### src/rtl/sdac_pkg.sv
// Package: shared types for the serial DAC front end.
// Assumes: the mode field is two bits wide by protocol.
package sdac_pkg;

    localparam int MODE_W = 2;

    // Output termination selected by the mode bits
    typedef enum logic [MODE_W-1:0] {
        TERM_DRIVE = 2'b00,
        TERM_OPEN  = 2'b01,
        TERM_100K  = 2'b10,
        TERM_1K    = 2'b11
    } term_e;

    // Frame receiver state
    typedef enum logic {
        FR_WAIT  = 1'b0,
        FR_SHIFT = 1'b1
    } frame_st_e;

endpackage

### src/rtl/sdac_sync.sv
// Module: multi-bit synchronizer chain for independent asynchronous levels.
// Assumes: each bit is a slow level, so per-bit skew of one cycle is harmless.
module sdac_sync #(
    parameter int              WIDTH   = 1,
    parameter int              STAGES  = 2,
    parameter logic [WIDTH-1:0] RST_VAL = '0
) (
    input  logic             clk,
    input  logic             rst_n,
    input  logic [WIDTH-1:0] d_i,
    output logic [WIDTH-1:0] q_o
);

    logic [STAGES-1:0][WIDTH-1:0] stg;

    // Shift the input through STAGES flops
    always_ff @(posedge clk) begin
        if (!rst_n) begin
            for (int s = 0; s < STAGES; s++) stg[s] <= RST_VAL;
        end else begin
            stg[0] <= d_i;
            for (int s = 1; s < STAGES; s++) stg[s] <= stg[s-1];
        end
    end

    assign q_o = stg[STAGES-1];

endmodule

### src/rtl/sdac_frame.sv
// Module: frame receiver. Detects edges on the synchronized lines, shifts
// data on serial clock falls and issues a one-cycle load or reset command.
// Assumes: inputs are already synchronized with equal latency.
module sdac_frame
    import sdac_pkg::*;
#(
    parameter int CODE_W = 16,
    parameter int PAD_W  = 6
) (
    input  logic              clk,
    input  logic              rst_n,
    input  logic              frame_n_s,
    input  logic              sclk_s,
    input  logic              sdin_s,
    output logic              load_p,
    output logic              rst_p,
    output logic [CODE_W-1:0] load_code,
    output logic [MODE_W-1:0] load_mode
);

    localparam int FRAME_W = PAD_W + MODE_W + CODE_W;
    localparam int CNT_W   = $clog2(FRAME_W + 1);
    localparam logic [CNT_W-1:0] LAST_IDX = CNT_W'(FRAME_W - 1);
    localparam logic [CNT_W-1:0] ARM_IDX  = CNT_W'(PAD_W - 1);

    frame_st_e            state;
    logic [CNT_W-1:0]     cnt;
    logic [FRAME_W-2:0]   shreg;
    logic [FRAME_W-1:0]   nxt;
    logic                 armed;
    logic                 sclk_d;
    logic                 frame_d;
    logic                 sclk_fall;
    logic                 frame_fall;
    logic                 arm_now;

    // Edge detection and the candidate word after this bit
    always_comb begin
        sclk_fall  = sclk_d & ~sclk_s;
        frame_fall = frame_d & ~frame_n_s;
        nxt        = {shreg, sdin_s};
        arm_now    = (cnt == ARM_IDX) && (&nxt[PAD_W-1:0]);
    end

    // Delayed copies for edge detection; frame select starts low so a rise is required
    always_ff @(posedge clk) begin
        if (!rst_n) begin
            sclk_d  <= 1'b1;
            frame_d <= 1'b0;
        end else begin
            sclk_d  <= sclk_s;
            frame_d <= frame_n_s;
        end
    end

    // Frame state machine: start, shift, commit, abort
    always_ff @(posedge clk) begin
        if (!rst_n) begin
            state     <= FR_WAIT;
            cnt       <= '0;
            shreg     <= '0;
            armed     <= 1'b0;
            load_p    <= 1'b0;
            rst_p     <= 1'b0;
            load_code <= '0;
            load_mode <= '0;
        end else begin
            load_p <= 1'b0;
            rst_p  <= 1'b0;
            case (state)
                FR_WAIT: begin
                    if (frame_fall) begin
                        state <= FR_SHIFT;
                        cnt   <= '0;
                        shreg <= '0;
                        armed <= 1'b0;
                    end
                end
                FR_SHIFT: begin
                    if (sclk_fall && cnt == LAST_IDX) begin
                        state <= FR_WAIT;
                        cnt   <= '0;
                        shreg <= '0;
                        armed <= 1'b0;
                        if (armed || (&nxt)) begin
                            rst_p <= 1'b1;
                        end else begin
                            load_p    <= 1'b1;
                            load_code <= nxt[CODE_W-1:0];
                            load_mode <= nxt[CODE_W +: MODE_W];
                        end
                    end else if (frame_n_s) begin
                        state <= FR_WAIT;
                        cnt   <= '0;
                        shreg <= '0;
                        armed <= 1'b0;
                        if (armed) rst_p <= 1'b1;
                    end else if (sclk_fall) begin
                        shreg <= nxt[FRAME_W-2:0];
                        cnt   <= cnt + 1'b1;
                        if (arm_now) armed <= 1'b1;
                    end
                end
                default: state <= FR_WAIT;
            endcase
        end
    end

endmodule

### src/rtl/sdac_hold.sv
// Module: code and mode holding registers with power-on default and change strobe.
// Assumes: load and reset commands are never issued in the same cycle.
module sdac_hold
    import sdac_pkg::*;
#(
    parameter int   CODE_W         = 16,
    parameter logic RESET_MIDSCALE = 1'b0
) (
    input  logic              clk,
    input  logic              rst_n,
    input  logic              load_p,
    input  logic              rst_p,
    input  logic [CODE_W-1:0] load_code,
    input  logic [MODE_W-1:0] load_mode,
    output logic [CODE_W-1:0] code_o,
    output term_e             mode_o,
    output logic              upd_o
);

    logic [CODE_W-1:0] def_code;
    logic [CODE_W-1:0] code_n;
    term_e             mode_n;

    // Pick the default code variant
    generate
        if (RESET_MIDSCALE) begin : g_mid
            assign def_code = {1'b1, {(CODE_W-1){1'b0}}};
        end else begin : g_zero
            assign def_code = '0;
        end
    endgenerate

    // Next register values from the pending command
    always_comb begin
        code_n = code_o;
        mode_n = mode_o;
        if (rst_p) begin
            code_n = def_code;
            mode_n = TERM_DRIVE;
        end else if (load_p) begin
            code_n = load_code;
            mode_n = term_e'(load_mode);
        end
    end

    // Hold registers and raise the strobe when a value actually changes
    always_ff @(posedge clk) begin
        if (!rst_n) begin
            code_o <= def_code;
            mode_o <= TERM_DRIVE;
            upd_o  <= 1'b0;
        end else begin
            code_o <= code_n;
            mode_o <= mode_n;
            upd_o  <= (code_n != code_o) || (mode_n != mode_o);
        end
    end

endmodule

### src/rtl/serial_dac_frontend.sv
// Module: top of the serial DAC front end. Synchronizes the three port
// lines, receives frames and holds the code and termination select.
// Assumes: clk runs at least four times the serial clock rate.
module serial_dac_frontend
    import sdac_pkg::*;
#(
    parameter int   CODE_W         = 16,
    parameter int   PAD_W          = 6,
    parameter int   SYNC_STAGES    = 2,
    parameter logic RESET_MIDSCALE = 1'b0
) (
    input  logic              clk,
    input  logic              rst_n,
    input  logic              frame_n_i,
    input  logic              sclk_i,
    input  logic              sdin_i,
    output logic [CODE_W-1:0] dac_code_o,
    output logic [1:0]        term_sel_o,
    output logic              update_o
);

    logic [2:0]        sync_q;
    logic              load_p;
    logic              rst_p;
    logic [CODE_W-1:0] load_code;
    logic [MODE_W-1:0] load_mode;
    term_e             mode_q;

    sdac_sync #(
        .WIDTH   (3),
        .STAGES  (SYNC_STAGES),
        .RST_VAL (3'b010)
    ) u_sync (
        .clk   (clk),
        .rst_n (rst_n),
        .d_i   ({frame_n_i, sclk_i, sdin_i}),
        .q_o   (sync_q)
    );

    sdac_frame #(
        .CODE_W (CODE_W),
        .PAD_W  (PAD_W)
    ) u_frame (
        .clk       (clk),
        .rst_n     (rst_n),
        .frame_n_s (sync_q[2]),
        .sclk_s    (sync_q[1]),
        .sdin_s    (sync_q[0]),
        .load_p    (load_p),
        .rst_p     (rst_p),
        .load_code (load_code),
        .load_mode (load_mode)
    );

    sdac_hold #(
        .CODE_W         (CODE_W),
        .RESET_MIDSCALE (RESET_MIDSCALE)
    ) u_hold (
        .clk       (clk),
        .rst_n     (rst_n),
        .load_p    (load_p),
        .rst_p     (rst_p),
        .load_code (load_code),
        .load_mode (load_mode),
        .code_o    (dac_code_o),
        .mode_o    (mode_q),
        .upd_o     (update_o)
    );

    assign term_sel_o = mode_q;

endmodule

### config.mk
export PLATFORM = sky130hd
export DESIGN_NAME = serial_dac_frontend
export DESIGN_NICKNAME = d
export VERILOG_FILES = /design/src/rtl/sdac_pkg.sv /design/src/rtl/sdac_sync.sv /design/src/rtl/sdac_frame.sv /design/src/rtl/sdac_hold.sv /design/src/rtl/serial_dac_frontend.sv
export SDC_FILE = /design/constraint.sdc
export NUM_CORES = 1
export LEC_CHECK = 0
export ABC_AREA = 1
export CORE_MARGIN = 5
export CORE_UTILIZATION = 34
export CTS_CLUSTER_DIAMETER = 200
export DETAILED_ROUTE_END_ITERATION = 7
export GPL_TIMING_DRIVEN = 0
export PLACE_DENSITY = 0.48
export SLEW_MARGIN = 15
export SYNTH_ARGS = -nofsm -noshare
export SYNTH_HDL_FRONTEND = slang
export SYNTH_SLANG_ARGS = --single-unit
### constraint.sdc
create_clock -name clk -period 1.8 [get_ports clk]
set_input_delay 0.27 -clock clk [delete_from_list [all_inputs] [get_ports clk]]
set_output_delay 0.27 -clock clk [all_outputs]
set_load 0.02 [all_outputs]
# After elaboration in Yosys (flattened, before gate mapping)

Index checks and enable logic that the tools add are counted.

Bits in registers: 77
Bits of input ports: 5
Output and inout port bits: 19
Logic and storage cells: 69

$add $sub $neg: 1
Equality and inequality tests: 7
Multiplexer cells: 29
Bitwise gates (word level): 6
Reduce and logical (&&, ||, !) cells: 11

Operator list:

| operator                                             | number |
|---|---|
| 2-to-1 mux 23 bit                                    | 4 |
| one-hot mux 23 bit (2 select lines)                  | 1 |
| 2-to-1 mux 16 bit                                    | 2 |
| AND reduction 24 bit                                 | 1 |
| 2-to-1 mux 5 bit                                     | 4 |
| != test 16 bit                                       | 1 |
| 2-to-1 mux 1 bit                                     | 13 |
| one-hot mux 5 bit (2 select lines)                   | 1 |
| AND reduction 3 bit                                  | 3 |
| != test 4 bit (second input constant)                | 2 |
| AND reduction 6 bit                                  | 1 |
| adder 5 x 1 -> 5 bit (second input constant)         | 1 |
| equality test 5 x 3 -> 1 bit (second input constant) | 1 |
| equality test 5 bit (second input constant)          | 1 |
| 2-to-1 mux 2 bit                                     | 2 |
| NOT 1 bit                                            | 4 |
| one-hot mux 1 bit (2 select lines)                   | 2 |
| AND reduction 2 bit                                  | 2 |
| AND 1 bit                                            | 2 |
| logical AND 1 bit                                    | 2 |
| logical OR 1 bit                                     | 2 |
| != test 2 x 1 -> 1 bit (second input constant)       | 1 |
| != test 2 bit                                        | 1 |

# Logic depth before layout (Yosys ltp)

Gate-level depths: netlist of the first run.

Word-level depth: 7
Depth in mapped cells: 10
Depth with buffers taken out: 9

# Hierarchy

A second synthesis of the first run with hierarchy kept.

Cells, all modules: 550
Area total of the unflattened synthesis: 3712.3 um^2

By module, submodules not included:

| module     | instances | cells an instance | area each (um^2) | sequential area each (um^2) |
|---|---|---|---|---|
| sdac_frame | 1         | 348               | 2426.1           | 1041.0 |
| sdac_hold  | 1         | 181               | 1098.6           | 380.4 |
| sdac_sync  | 1         | 21                | 187.7            | 120.1 |

# Worst setup path before layout of the first run

No wires, ideal clock.

Path type: flip-flop to flip-flop
Start: reg u_frame.cnt[0]
End: reg u_frame.load_code[10]
Library setup time: 0.113 ns
Data arrival time: 1.367 ns
Data required time: 1.687 ns
Path slack: 0.320 ns
Cell stages (with the launch flop): 10
Buffers on the path: 1
Period minus slack after synthesis: 1.480 ns
Path through: dfxtp_1 ha_1 nand2_1 inv_1 nand4_2 nor2_2 nand3_4 buf_2 nor2_1 nor2_1

Longest elaborated chain between the ends: 3

RTL lines:

| item                          | RTL line          | RTL |
|---|---|---|
| from (decl)                   | sdac_frame.sv:27  | `logic [CNT_W-1:0] cnt;` |
| from (signal assigned)        | sdac_frame.sv:100 | `cnt <= cnt + 1'b1;` |
| equality test 5 bit           | sdac_frame.sv:80  | `if (sclk_fall && cnt == LAST_IDX) begin` |
| logical AND 1 bit             | sdac_frame.sv:80  |  |
| AND reduction 3 bit (no line) | --                |  |
| to (signal assigned)          | sdac_frame.sv:89  | `load_code <= nxt[CODE_W-1:0];` |
| to (decl)                     | sdac_frame.sv:17  | `output logic [CODE_W-1:0] load_code,` |

No other way between the ends.
A chain may end at the register's enable or synchronous reset.

# Worst setup path after layout of the first run

Start: reg u_frame.cnt[1]
End: reg u_frame.load_code[11]

The elaborated chain is that of the path after synthesis.

==> impl_results.html, run 1 <==
<table>
<tr><th>Metric</th><th>Value</th></tr>
<tr><th colspan="2">Synthesis</th></tr>
<tr><td>Unique cell type count in the Yosys netlist</td><td>24</td></tr>
<tr><td>Post-Synthesis Net Count</td><td>497</td></tr>
<tr><td>Portion of netlist area occupied by mux cells</td><td>0</td></tr>
<tr><td>Simple-Gate Fraction of Synth Area</td><td>0.337</td></tr>
<tr><td>Post-Syn Area per Cell</td><td>6.84 sq um</td></tr>
<tr><td>Area share of fa/ha/maj cells after synthesis</td><td>0.00746</td></tr>
<tr><td>Sequential share of the synthesized area</td><td>0.460</td></tr>
<tr><td>Warning count from the yosys run</td><td>0</td></tr>
<tr><td>Xor/xnor cell area share of the yosys netlist</td><td>0.00784</td></tr>
<tr><td>Register bit count reported by yosys</td><td>77</td></tr>
<tr><td>Compound-gate portion of the synthesized area</td><td>0.0791</td></tr>
<tr><td>Cells after synthesis</td><td>490</td></tr>
<tr><td>Synthesized cell area</td><td>3350 sq um</td></tr>
<tr><td>Main combinational cell family by area after synthesis</td><td>simple AND/OR/NAND/NOR gates</td></tr>
<tr><th colspan="2">Global routing</th></tr>
<tr><td>Total grt overflow</td><td>0</td></tr>
<tr><td>Maximum number of pins on one net before global-route repair</td><td>13</td></tr>
<tr><td>Vias in the first global route</td><td>2821</td></tr>
<tr><td>Global-route wire length before repair</td><td>13800 um</td></tr>
<tr><td>Met2 routing resource usage after global routing</td><td>0.231</td></tr>
<tr><td>Met3 Resource Use GR</td><td>0.0229</td></tr>
<tr><td>Number of antenna violations at the first check in global routing</td><td>0</td></tr>
<tr><td>Met1 track utilization from global routing</td><td>0.210</td></tr>
<tr><td>Global routing usage summed across all routing layers</td><td>0.149</td></tr>
<tr><td>Busiest layer in global routing</td><td>met2</td></tr>
<tr><th colspan="2">Timing</th></tr>
<tr><td>Final slew viol count</td><td>0</td></tr>
<tr><td>Final count of hold timing violations</td><td>0</td></tr>
<tr><td>Number of endpoints failing setup at the final stage</td><td>0</td></tr>
<tr><td>Slew at the pin closest to its max-slew limit</td><td>0.611 ns</td></tr>
<tr><td>Worst slew margin relative to its limit</td><td>0.592</td></tr>
<tr><td>Max frequency</td><td>607 MHz</td></tr>
<tr><td>Setup tns final</td><td>0 ns</td></tr>
<tr><td>Final WS setup</td><td>0.154 ns</td></tr>
<tr><td>Clock period minus final worst setup slack</td><td>1.65 ns</td></tr>
<tr><td>Post-Route Skew</td><td>0.0119 ns</td></tr>
<tr><td>WHS</td><td>0.275 ns</td></tr>
<tr><td>Final worst-path cycle share</td><td>0.915</td></tr>
<tr><th colspan="2">Route</th></tr>
<tr><td>Vias after detailed routing</td><td>2956</td></tr>
<tr><td>Via/cell ratio</td><td>4.46</td></tr>
<tr><td>Post-detailed-route DRC marker count</td><td>0</td></tr>
<tr><td>Wire length reported by the detailed router</td><td>8330 um</td></tr>
<tr><td>Detail-routed net length per standard cell</td><td>12.6 um</td></tr>
<tr><td>Iteration-0 DRC Markers</td><td>153</td></tr>
<tr><td>Detailed Routing Iterations Pass 1</td><td>4</td></tr>
<tr><td>Remaining antenna violation count after routing</td><td>0</td></tr>
<tr><th colspan="2">Critical path</th></tr>
<tr><td>Top cell by count, worst path</td><td>sky130_fd_sc_hd__nor2_1</td></tr>
<tr><td>Critical-path maximum fanout</td><td>10</td></tr>
<tr><td>Family with the most delay on the worst path</td><td>simple AND/OR/NAND/NOR gates</td></tr>
<tr><td>Start of the worst register-to-register path</td><td>u_frame.cnt[1]</td></tr>
<tr><td>Worst Setup EP</td><td>u_frame.load_code[11]</td></tr>
<tr><td>Launch point of the worst path</td><td>u_frame.cnt[1]</td></tr>
<tr><td>Crit path DAT</td><td>1.89 ns</td></tr>
<tr><td>Stage delay of the slowest cell on the critical path</td><td>0.39 ns</td></tr>
<tr><td>Worst R2R Path Depth</td><td>9</td></tr>
<tr><td>CP Data Required Time</td><td>2.04 ns</td></tr>
<tr><td>Crit path max-delay cell type</td><td>sky130_fd_sc_hd__dfxtp_1</td></tr>
<tr><td>Number of cells on the critical path</td><td>9</td></tr>
<tr><td>Internal reg-to-reg setup slack</td><td>0.15 ns</td></tr>
<tr><td>Buffering stage count on the worst path with inverters included</td><td>2</td></tr>
<tr><td>Setup crit end kind</td><td>flop</td></tr>
<tr><td>List of cells traversed by the critical path</td><td>ha_2 &gt; nand2_1 &gt; inv_1 &gt; nand4_2 &gt; nor2_2 &gt; nand3_4 &gt; buf_4 &gt; nor2_1 &gt; nor2_1</td></tr>
<tr><td>Category of the worst setup path launch point</td><td>flop</td></tr>
<tr><td>Critical path start-end classification</td><td>reg -&gt; reg</td></tr>
<tr><td>R2r endpoint</td><td>u_frame.load_code[11]</td></tr>
<tr><th colspan="2">Cells and area</th></tr>
<tr><td>Synth-to-Final Area Change</td><td>19.6%</td></tr>
<tr><td>Final core utilization</td><td>0.414</td></tr>
<tr><td>Nets</td><td>533</td></tr>
<tr><td>Most common cell after layout, fill and taps aside</td><td>sky130_fd_sc_hd__nand2_1</td></tr>
<tr><td>Commonest cells after routing, fill and taps aside</td><td>144 x sky130_fd_sc_hd__nand2_1, 77 x sky130_fd_sc_hd__nor2_1, 76 x sky130_fd_sc_hd__dfxtp_1, 62 x sky130_fd_sc_hd__inv_1, 27 x sky130_fd_sc_hd__nand3_1</td></tr>
<tr><td>Diode count</td><td>0</td></tr>
<tr><td>Fraction of final layout cells with drive strength greater than 1</td><td>0.0906</td></tr>
<tr><th colspan="2">Pwr</th></tr>
<tr><td>Clock share of power</td><td>0.443</td></tr>
<tr><td>Maximum VDD drop</td><td>430 uV</td></tr>
<tr><td>Static Leakage</td><td>1.81 nW</td></tr>
<tr><td>Total power per unit cell area</td><td>867 nW/um^2</td></tr>
<tr><td>Net Sw Power</td><td>770 uW</td></tr>
<tr><td>Cell internal pwr</td><td>2.71 mW</td></tr>
<tr><td>Final Total Pwr</td><td>3.48 mW</td></tr>
<tr><td>Proportion of total power due to net switching</td><td>0.221</td></tr>
<tr><td>Register share of total power</td><td>0.510</td></tr>
<tr><td>Comb pwr share</td><td>0.047</td></tr>
<tr><th colspan="2">Floorplanning</th></tr>
<tr><td>Starting Density</td><td>0.346</td></tr>
<tr><td>Floorplan row count</td><td>36</td></tr>
<tr><td>Total Die Area</td><td>11900 sq um</td></tr>
<tr><td>Floorplan die width</td><td>109 um</td></tr>
<tr><td>Number of top-level design ports</td><td>24</td></tr>
<tr><td>Die height</td><td>109 um</td></tr>
<tr><td>Core area</td><td>9680 sq um</td></tr>
<tr><th colspan="2">Placement</th></tr>
<tr><td>DP HPWL</td><td>6080 um</td></tr>
<tr><td>Number of input and output port buffers inserted</td><td>22</td></tr>
<tr><td>Post-placement setup slack</td><td>0.0716 ns</td></tr>
<tr><td>Final weighted congestion of routability-driven global placement</td><td>0.787</td></tr>
<tr><th colspan="2">Worst hold path</th></tr>
<tr><td>Path type of the worst min-delay path</td><td>in -&gt; reg</td></tr>
<tr><td>Number of cells on the worst hold path</td><td>3</td></tr>
<tr><td>Worst hold path startpoint</td><td>rst_n</td></tr>
<tr><th colspan="2">Clock tree</th></tr>
<tr><td>Sinks on the clock net</td><td>77</td></tr>
<tr><td>Total clock buffers created by CTS</td><td>9</td></tr>
<tr><td>Clock-pin slew on the worst setup and hold paths</td><td>0.09 ns</td></tr>
<tr><td>Clk_lat worst skew</td><td>0.34 ns</td></tr>
<tr><td>Root buf cell</td><td>sky130_fd_sc_hd__clkbuf_8</td></tr>
<tr><td>Clock tree from TritonCTS</td><td>done</td></tr>
<tr><td>CTS H-Tree Depth</td><td>3</td></tr>
<tr><td>Number of hold buffers added after CTS</td><td>0</td></tr>
<tr><td>Buffer depth of the longest clock path</td><td>2</td></tr>
<tr><th colspan="2">Status</th></tr>
<tr><td>Result of the run</td><td>finished clean</td></tr>
<tr><th colspan="2">Run</th></tr>
<tr><td>Max-cap violations</td><td>0</td></tr>
</table>
metrics by stage:
step | instances | instance area [sq um]
6_report | 663 | 4010
4_1_cts | 660 | 3970
3_3_place_gp | 645 | 3740
3_5_place_dp | 645 | 3740
5_1_grt | 663 | 4010
2_1_floorplan | 490 | 3350
registers in the layout, indices dropped and copies added, names as in the netlist:
register / cells
u_frame.shreg: 23
u_frame.state: 1
u_sync.stg: 3
u_frame.cnt: 5
u_frame.rst_p: 1
u_frame.load_code: 16
u_hold.code_o: 16
u_frame.frame_d: 1
u_frame.load_mode: 2
u_sync.q_o: 3
u_hold.mode_o: 2
u_frame.armed: 1
u_frame.sclk_d: 1
u_hold.upd_o: 1
u_frame.load_p: 1
cell usage after synthesis:
| library cell | n | area share |
|---|---|---|
| sky130_fd_sc_hd__nor2_1 | 77 | 0.086 |
| sky130_fd_sc_hd__xor2_1 | 3 | 0.0078 |
| sky130_fd_sc_hd__o21ai_0 | 26 | 0.039 |
| sky130_fd_sc_hd__nand2_1 | 144 | 0.16 |
| sky130_fd_sc_hd__nand4_2 | 1 | 0.0037 |
| sky130_fd_sc_hd__or2_2 | 2 | 0.0037 |
| sky130_fd_sc_hd__nor2_2 | 2 | 0.0037 |
| sky130_fd_sc_hd__clkinv_1 | 1 | 0.0011 |
| sky130_fd_sc_hd__nor4_1 | 1 | 0.0019 |
| sky130_fd_sc_hd__buf_2 | 15 | 0.022 |
| sky130_fd_sc_hd__nor3_1 | 1 | 0.0015 |
| sky130_fd_sc_hd__buf_4 | 1 | 0.0022 |
| sky130_fd_sc_hd__nand3_4 | 1 | 0.0052 |
| sky130_fd_sc_hd__nand3_1 | 27 | 0.040 |
| sky130_fd_sc_hd__buf_6 | 2 | 0.0067 |
| sky130_fd_sc_hd__ha_1 | 2 | 0.0075 |
| sky130_fd_sc_hd__dfxtp_1 | 77 | 0.46 |
| sky130_fd_sc_hd__a21oi_1 | 15 | 0.022 |
| sky130_fd_sc_hd__nand2_2 | 2 | 0.0037 |
| sky130_fd_sc_hd__nand4_1 | 14 | 0.026 |
| sky130_fd_sc_hd__inv_1 | 62 | 0.069 |
| sky130_fd_sc_hd__clkbuf_1 | 5 | 0.0056 |
| sky130_fd_sc_hd__inv_2 | 1 | 0.0011 |
| sky130_fd_sc_hd__a211oi_1 | 8 | 0.018 |
per-layer routing:
metal	routed length [um]	share of wire	up-vias
met5	0	0	-
met3	281	0.034	6
met2	3710	0.44	39
met4	90	0.011	0
li1	-	-	1597
met1	4250	0.51	1314
how the worst min path moves through the flow:
stage	end
4_1_cts	u_frame.load_code[1]
5_1_grt	u_frame.load_code[1]
6_report	u_frame.load_code[0]
2_1_floorplan	u_sync.stg[0]
3_3_place_gp	u_sync.q_o[1]
3_5_place_dp	u_sync.q_o[1]
final cells by class:
| class | count | area (sq um) |
|---|---|---|
| multi-input combinational | 326 | 1460 |
| fill | 1041 | 5670 |
| buffer | 23 | 133 |
| clock buffer | 10 | 128 |
| inverter | 64 | 244 |
| clock inverter | 5 | 100 |
| sequential | 77 | 1540 |
| timing repair buffer | 25 | 243 |
| tap | 133 | 166 |
tightest hold or removal path: stages:
cell and delay [ns]:
sky130_fd_sc_hd__buf_2 0.18, sky130_fd_sc_hd__nand2_1 0.09, sky130_fd_sc_hd__nor2_1 0.03
power groups by stage:
stage | logic [mW] | registers [mW] | clock network [mW]
2_1_floorplan | 0.115 | 1.80 | 0
3_3_place_gp | 0.158 | 1.81 | 0
3_5_place_dp | 0.159 | 1.81 | 0
4_1_cts | 0.160 | 1.77 | 1.57
5_1_grt | 0.186 | 1.78 | 1.66
6_report | 0.162 | 1.77 | 1.54
repair_timing:
action / CTS / global route
setup endpoints to repair: 0 / 37
setup buffers: 0 / 3
gates resized for setup: 0 / 10
logic make-up (layout without fill, tap and decap cells):
family	count (synthesis)	in the layout
simple gates	272	272
xor+xnor	3	3
buf+inv	87	127
flops	77	77
fa+ha+maj	2	2
compound gates	49	49
Power figures use the tool's default switching activity.
==> run 2, diff against run 1 <==
==> constraint.sdc (replaced) <==
create_clock -name clk -period 2.1 [get_ports clk]
set_input_delay 0.315 -clock clk [delete_from_list [all_inputs] [get_ports clk]]
set_output_delay 0.315 -clock clk [all_outputs]
set_load 0.02 [all_outputs]
==> run 2 against run 1 <==
Combinational power decreased by 16%. Clock power shrank 14%. Die area unchanged. Setup slack better by 0.21 ns. Hold slack improved by 0.031 ns. Utilization decreased by 0.45 points. Highest routed layer unchanged. Sequential share of layout area rose by 0.39 points. Sequential cell count stayed put. Clock skew down 0.0014 ns.
==> impl_results.html, run 2 (same netlist as run 1, synthesis figures left out) <==
<table>
<tr><th>Metric</th><th>Value</th></tr>
<tr><th colspan="2">Status</th></tr>
<tr><td>Result of the run</td><td>finished clean</td></tr>
<tr><th colspan="2">Global routing</th></tr>
<tr><td>Met2 routing resource usage after global routing</td><td>0.231</td></tr>
<tr><td>Met1 track utilization from global routing</td><td>0.210</td></tr>
<tr><td>Maximum number of pins on one net before global-route repair</td><td>13</td></tr>
<tr><td>Busiest layer in global routing</td><td>met2</td></tr>
<tr><td>Met3 Resource Use GR</td><td>0.0229</td></tr>
<tr><td>Global routing usage summed across all routing layers</td><td>0.149</td></tr>
<tr><td>Vias in the first global route</td><td>2821</td></tr>
<tr><td>Number of antenna violations at the first check in global routing</td><td>0</td></tr>
<tr><td>Global-route wire length before repair</td><td>13800 um</td></tr>
<tr><td>Total grt overflow</td><td>0</td></tr>
<tr><th colspan="2">Pwr</th></tr>
<tr><td>Proportion of total power due to net switching</td><td>0.220</td></tr>
<tr><td>Clock share of power</td><td>0.443</td></tr>
<tr><td>Cell internal pwr</td><td>2.32 mW</td></tr>
<tr><td>Maximum VDD drop</td><td>368 uV</td></tr>
<tr><td>Total power per unit cell area</td><td>750 nW/um^2</td></tr>
<tr><td>Final Total Pwr</td><td>2.98 mW</td></tr>
<tr><td>Net Sw Power</td><td>656 uW</td></tr>
<tr><td>Register share of total power</td><td>0.511</td></tr>
<tr><td>Static Leakage</td><td>1.79 nW</td></tr>
<tr><td>Comb pwr share</td><td>0.046</td></tr>
<tr><th colspan="2">Critical path</th></tr>
<tr><td>Launch point of the worst path</td><td>u_frame.cnt[0]</td></tr>
<tr><td>Crit path DAT</td><td>1.97 ns</td></tr>
<tr><td>Critical-path maximum fanout</td><td>10</td></tr>
<tr><td>CP Data Required Time</td><td>2.33 ns</td></tr>
<tr><td>Setup crit end kind</td><td>flop</td></tr>
<tr><td>Start of the worst register-to-register path</td><td>u_frame.cnt[0]</td></tr>
<tr><td>Critical path start-end classification</td><td>reg -&gt; reg</td></tr>
<tr><td>Category of the worst setup path launch point</td><td>flop</td></tr>
<tr><th colspan="2">Route</th></tr>
<tr><td>Post-detailed-route DRC marker count</td><td>0</td></tr>
<tr><td>Wire length reported by the detailed router</td><td>8290 um</td></tr>
<tr><td>Via/cell ratio</td><td>4.50</td></tr>
<tr><td>Remaining antenna violation count after routing</td><td>0</td></tr>
<tr><td>Detail-routed net length per standard cell</td><td>12.6 um</td></tr>
<tr><td>Vias after detailed routing</td><td>2972</td></tr>
<tr><td>Detailed Routing Iterations Pass 1</td><td>4</td></tr>
<tr><td>Iteration-0 DRC Markers</td><td>168</td></tr>
<tr><th colspan="2">Placement</th></tr>
<tr><td>Number of input and output port buffers inserted</td><td>22</td></tr>
<tr><td>DP HPWL</td><td>6080 um</td></tr>
<tr><td>Dpl cells</td><td>645</td></tr>
<tr><td>Final weighted congestion of routability-driven global placement</td><td>0.787</td></tr>
<tr><td>Placed instance area</td><td>3740 sq um</td></tr>
<tr><td>Post-placement setup slack</td><td>0.372 ns</td></tr>
<tr><th colspan="2">Clock tree</th></tr>
<tr><td>Buffer depth of the longest clock path</td><td>2</td></tr>
<tr><td>CTS H-Tree Depth</td><td>3</td></tr>
<tr><td>Number of hold buffers added after CTS</td><td>0</td></tr>
<tr><td>Clock-pin slew on the worst setup and hold paths</td><td>0.07 ns</td></tr>
<tr><td>Clock tree from TritonCTS</td><td>done</td></tr>
<tr><td>Setup bufs post-CTS</td><td>0</td></tr>
<tr><td>Sinks on the clock net</td><td>77</td></tr>
<tr><td>Root buf cell</td><td>sky130_fd_sc_hd__clkbuf_8</td></tr>
<tr><td>Clk_lat worst skew</td><td>0.34 ns</td></tr>
<tr><td>Post-cts repair resize count</td><td>0</td></tr>
<tr><td>Total clock buffers created by CTS</td><td>9</td></tr>
<tr><th colspan="2">Floorplanning</th></tr>
<tr><td>Floorplan row count</td><td>36</td></tr>
<tr><td>Die height</td><td>109 um</td></tr>
<tr><td>Total Die Area</td><td>11900 sq um</td></tr>
<tr><td>Number of top-level design ports</td><td>24</td></tr>
<tr><td>Core area</td><td>9680 sq um</td></tr>
<tr><td>Starting Density</td><td>0.346</td></tr>
<tr><td>Floorplan die width</td><td>109 um</td></tr>
<tr><th colspan="2">Run</th></tr>
<tr><td>Max-cap violations</td><td>0</td></tr>
<tr><th colspan="2">Cells and area</th></tr>
<tr><td>Fraction of final layout cells with drive strength greater than 1</td><td>0.0778</td></tr>
<tr><td>Final core utilization</td><td>0.410</td></tr>
<tr><td>Nets</td><td>530</td></tr>
<tr><td>Register bank with the most flops</td><td>u_frame.shreg</td></tr>
<tr><td>Most common cell after layout, fill and taps aside</td><td>sky130_fd_sc_hd__nand2_1</td></tr>
<tr><td>Cell Count, Final, Fillers Out</td><td>660</td></tr>
<tr><td>Commonest cells after routing, fill and taps aside</td><td>144 x sky130_fd_sc_hd__nand2_1, 77 x sky130_fd_sc_hd__nor2_1, 77 x sky130_fd_sc_hd__dfxtp_1, 62 x sky130_fd_sc_hd__inv_1, 27 x sky130_fd_sc_hd__nand3_1</td></tr>
<tr><td>Synth-to-Final Area Change</td><td>18.3%</td></tr>
<tr><td>Post-Layout Inst Area</td><td>3970 sq um</td></tr>
<tr><td>Flip-flop count of the largest register after layout</td><td>23</td></tr>
<tr><td>Largest regs</td><td>u_frame.shreg: 23 flops, u_frame.load_code: 16 flops, u_hold.code_o: 16 flops</td></tr>
<tr><td>Diode count</td><td>0</td></tr>
<tr><th colspan="2">Timing</th></tr>
<tr><td>Worst slew margin relative to its limit</td><td>0.592</td></tr>
<tr><td>Final worst-path cycle share</td><td>0.829</td></tr>
<tr><td>Setup repair after global routing missed its margin</td><td>no</td></tr>
<tr><td>Setup tns final</td><td>0 ns</td></tr>
<tr><td>Number of endpoints failing setup at the final stage</td><td>0</td></tr>
<tr><td>Final slew viol count</td><td>0</td></tr>
<tr><td>Final WS setup</td><td>0.360 ns</td></tr>
<tr><td>Clock period minus final worst setup slack</td><td>1.74 ns</td></tr>
<tr><td>Slew at the pin closest to its max-slew limit</td><td>0.612 ns</td></tr>
<tr><td>Final count of hold timing violations</td><td>0</td></tr>
<tr><td>WHS</td><td>0.306 ns</td></tr>
<tr><td>Post-Route Skew</td><td>0.0105 ns</td></tr>
<tr><td>Max frequency</td><td>575 MHz</td></tr>
<tr><th colspan="2">Worst hold path</th></tr>
<tr><td>Worst hold path startpoint</td><td>rst_n</td></tr>
<tr><td>Path type of the worst min-delay path</td><td>in -&gt; reg</td></tr>
</table>
## run 2: final timing paths
check / end / slack (ns) / cells past startpoint
worst max-delay path: u_frame.shreg[15] / 0.36 / 9
worst min-delay path: u_frame.load_code[0] / 0.31 / 3
worst max register to register: u_frame.shreg[15] / 0.36 / 9
worst min register to register: u_sync.q_o[1] / 0.41 / 1
## run 2: cell type report
class                      count  area (sq um)
clock inverter                 5           100
clock buffer                  10           128
fill                        1043          5720
timing repair buffer          22           220
sequential                    77          1540
inverter                      64           240
multi-input combinational    326          1450
buffer                        23           124
tap                          133           166
## run 2: critical path: stages, from the launching register on
cell,delay (ns)
sky130_fd_sc_hd__dfxtp_1,0.40
sky130_fd_sc_hd__ha_1,0.23
sky130_fd_sc_hd__nand2_1,0.07
sky130_fd_sc_hd__inv_1,0.06
sky130_fd_sc_hd__nand4_2,0.13
sky130_fd_sc_hd__nand3_1,0.13
sky130_fd_sc_hd__nand2_1,0.09
sky130_fd_sc_hd__nand2_2,0.19
sky130_fd_sc_hd__buf_2,0.26
sky130_fd_sc_hd__nor2_1,0.06
## run 2: power groups by stage
stage                     Combinational, mW  Clock, mW  Sequential (mW)
after global placement                0.135          0             1.55
after floorplan                      0.0983          0             1.55
after detailed placement              0.137          0             1.55
after CTS                             0.138       1.35             1.52
after global routing                  0.156       1.42             1.53
final                                 0.136       1.32             1.52
## run 2: layer usage
layer / vias to the layer above / part of all wire
li1: 1590 / -
met1: 1326 / 0.51
met3: 11 / 0.037
met2: 45 / 0.44
met5: - / 0
met4: 0 / 0.017
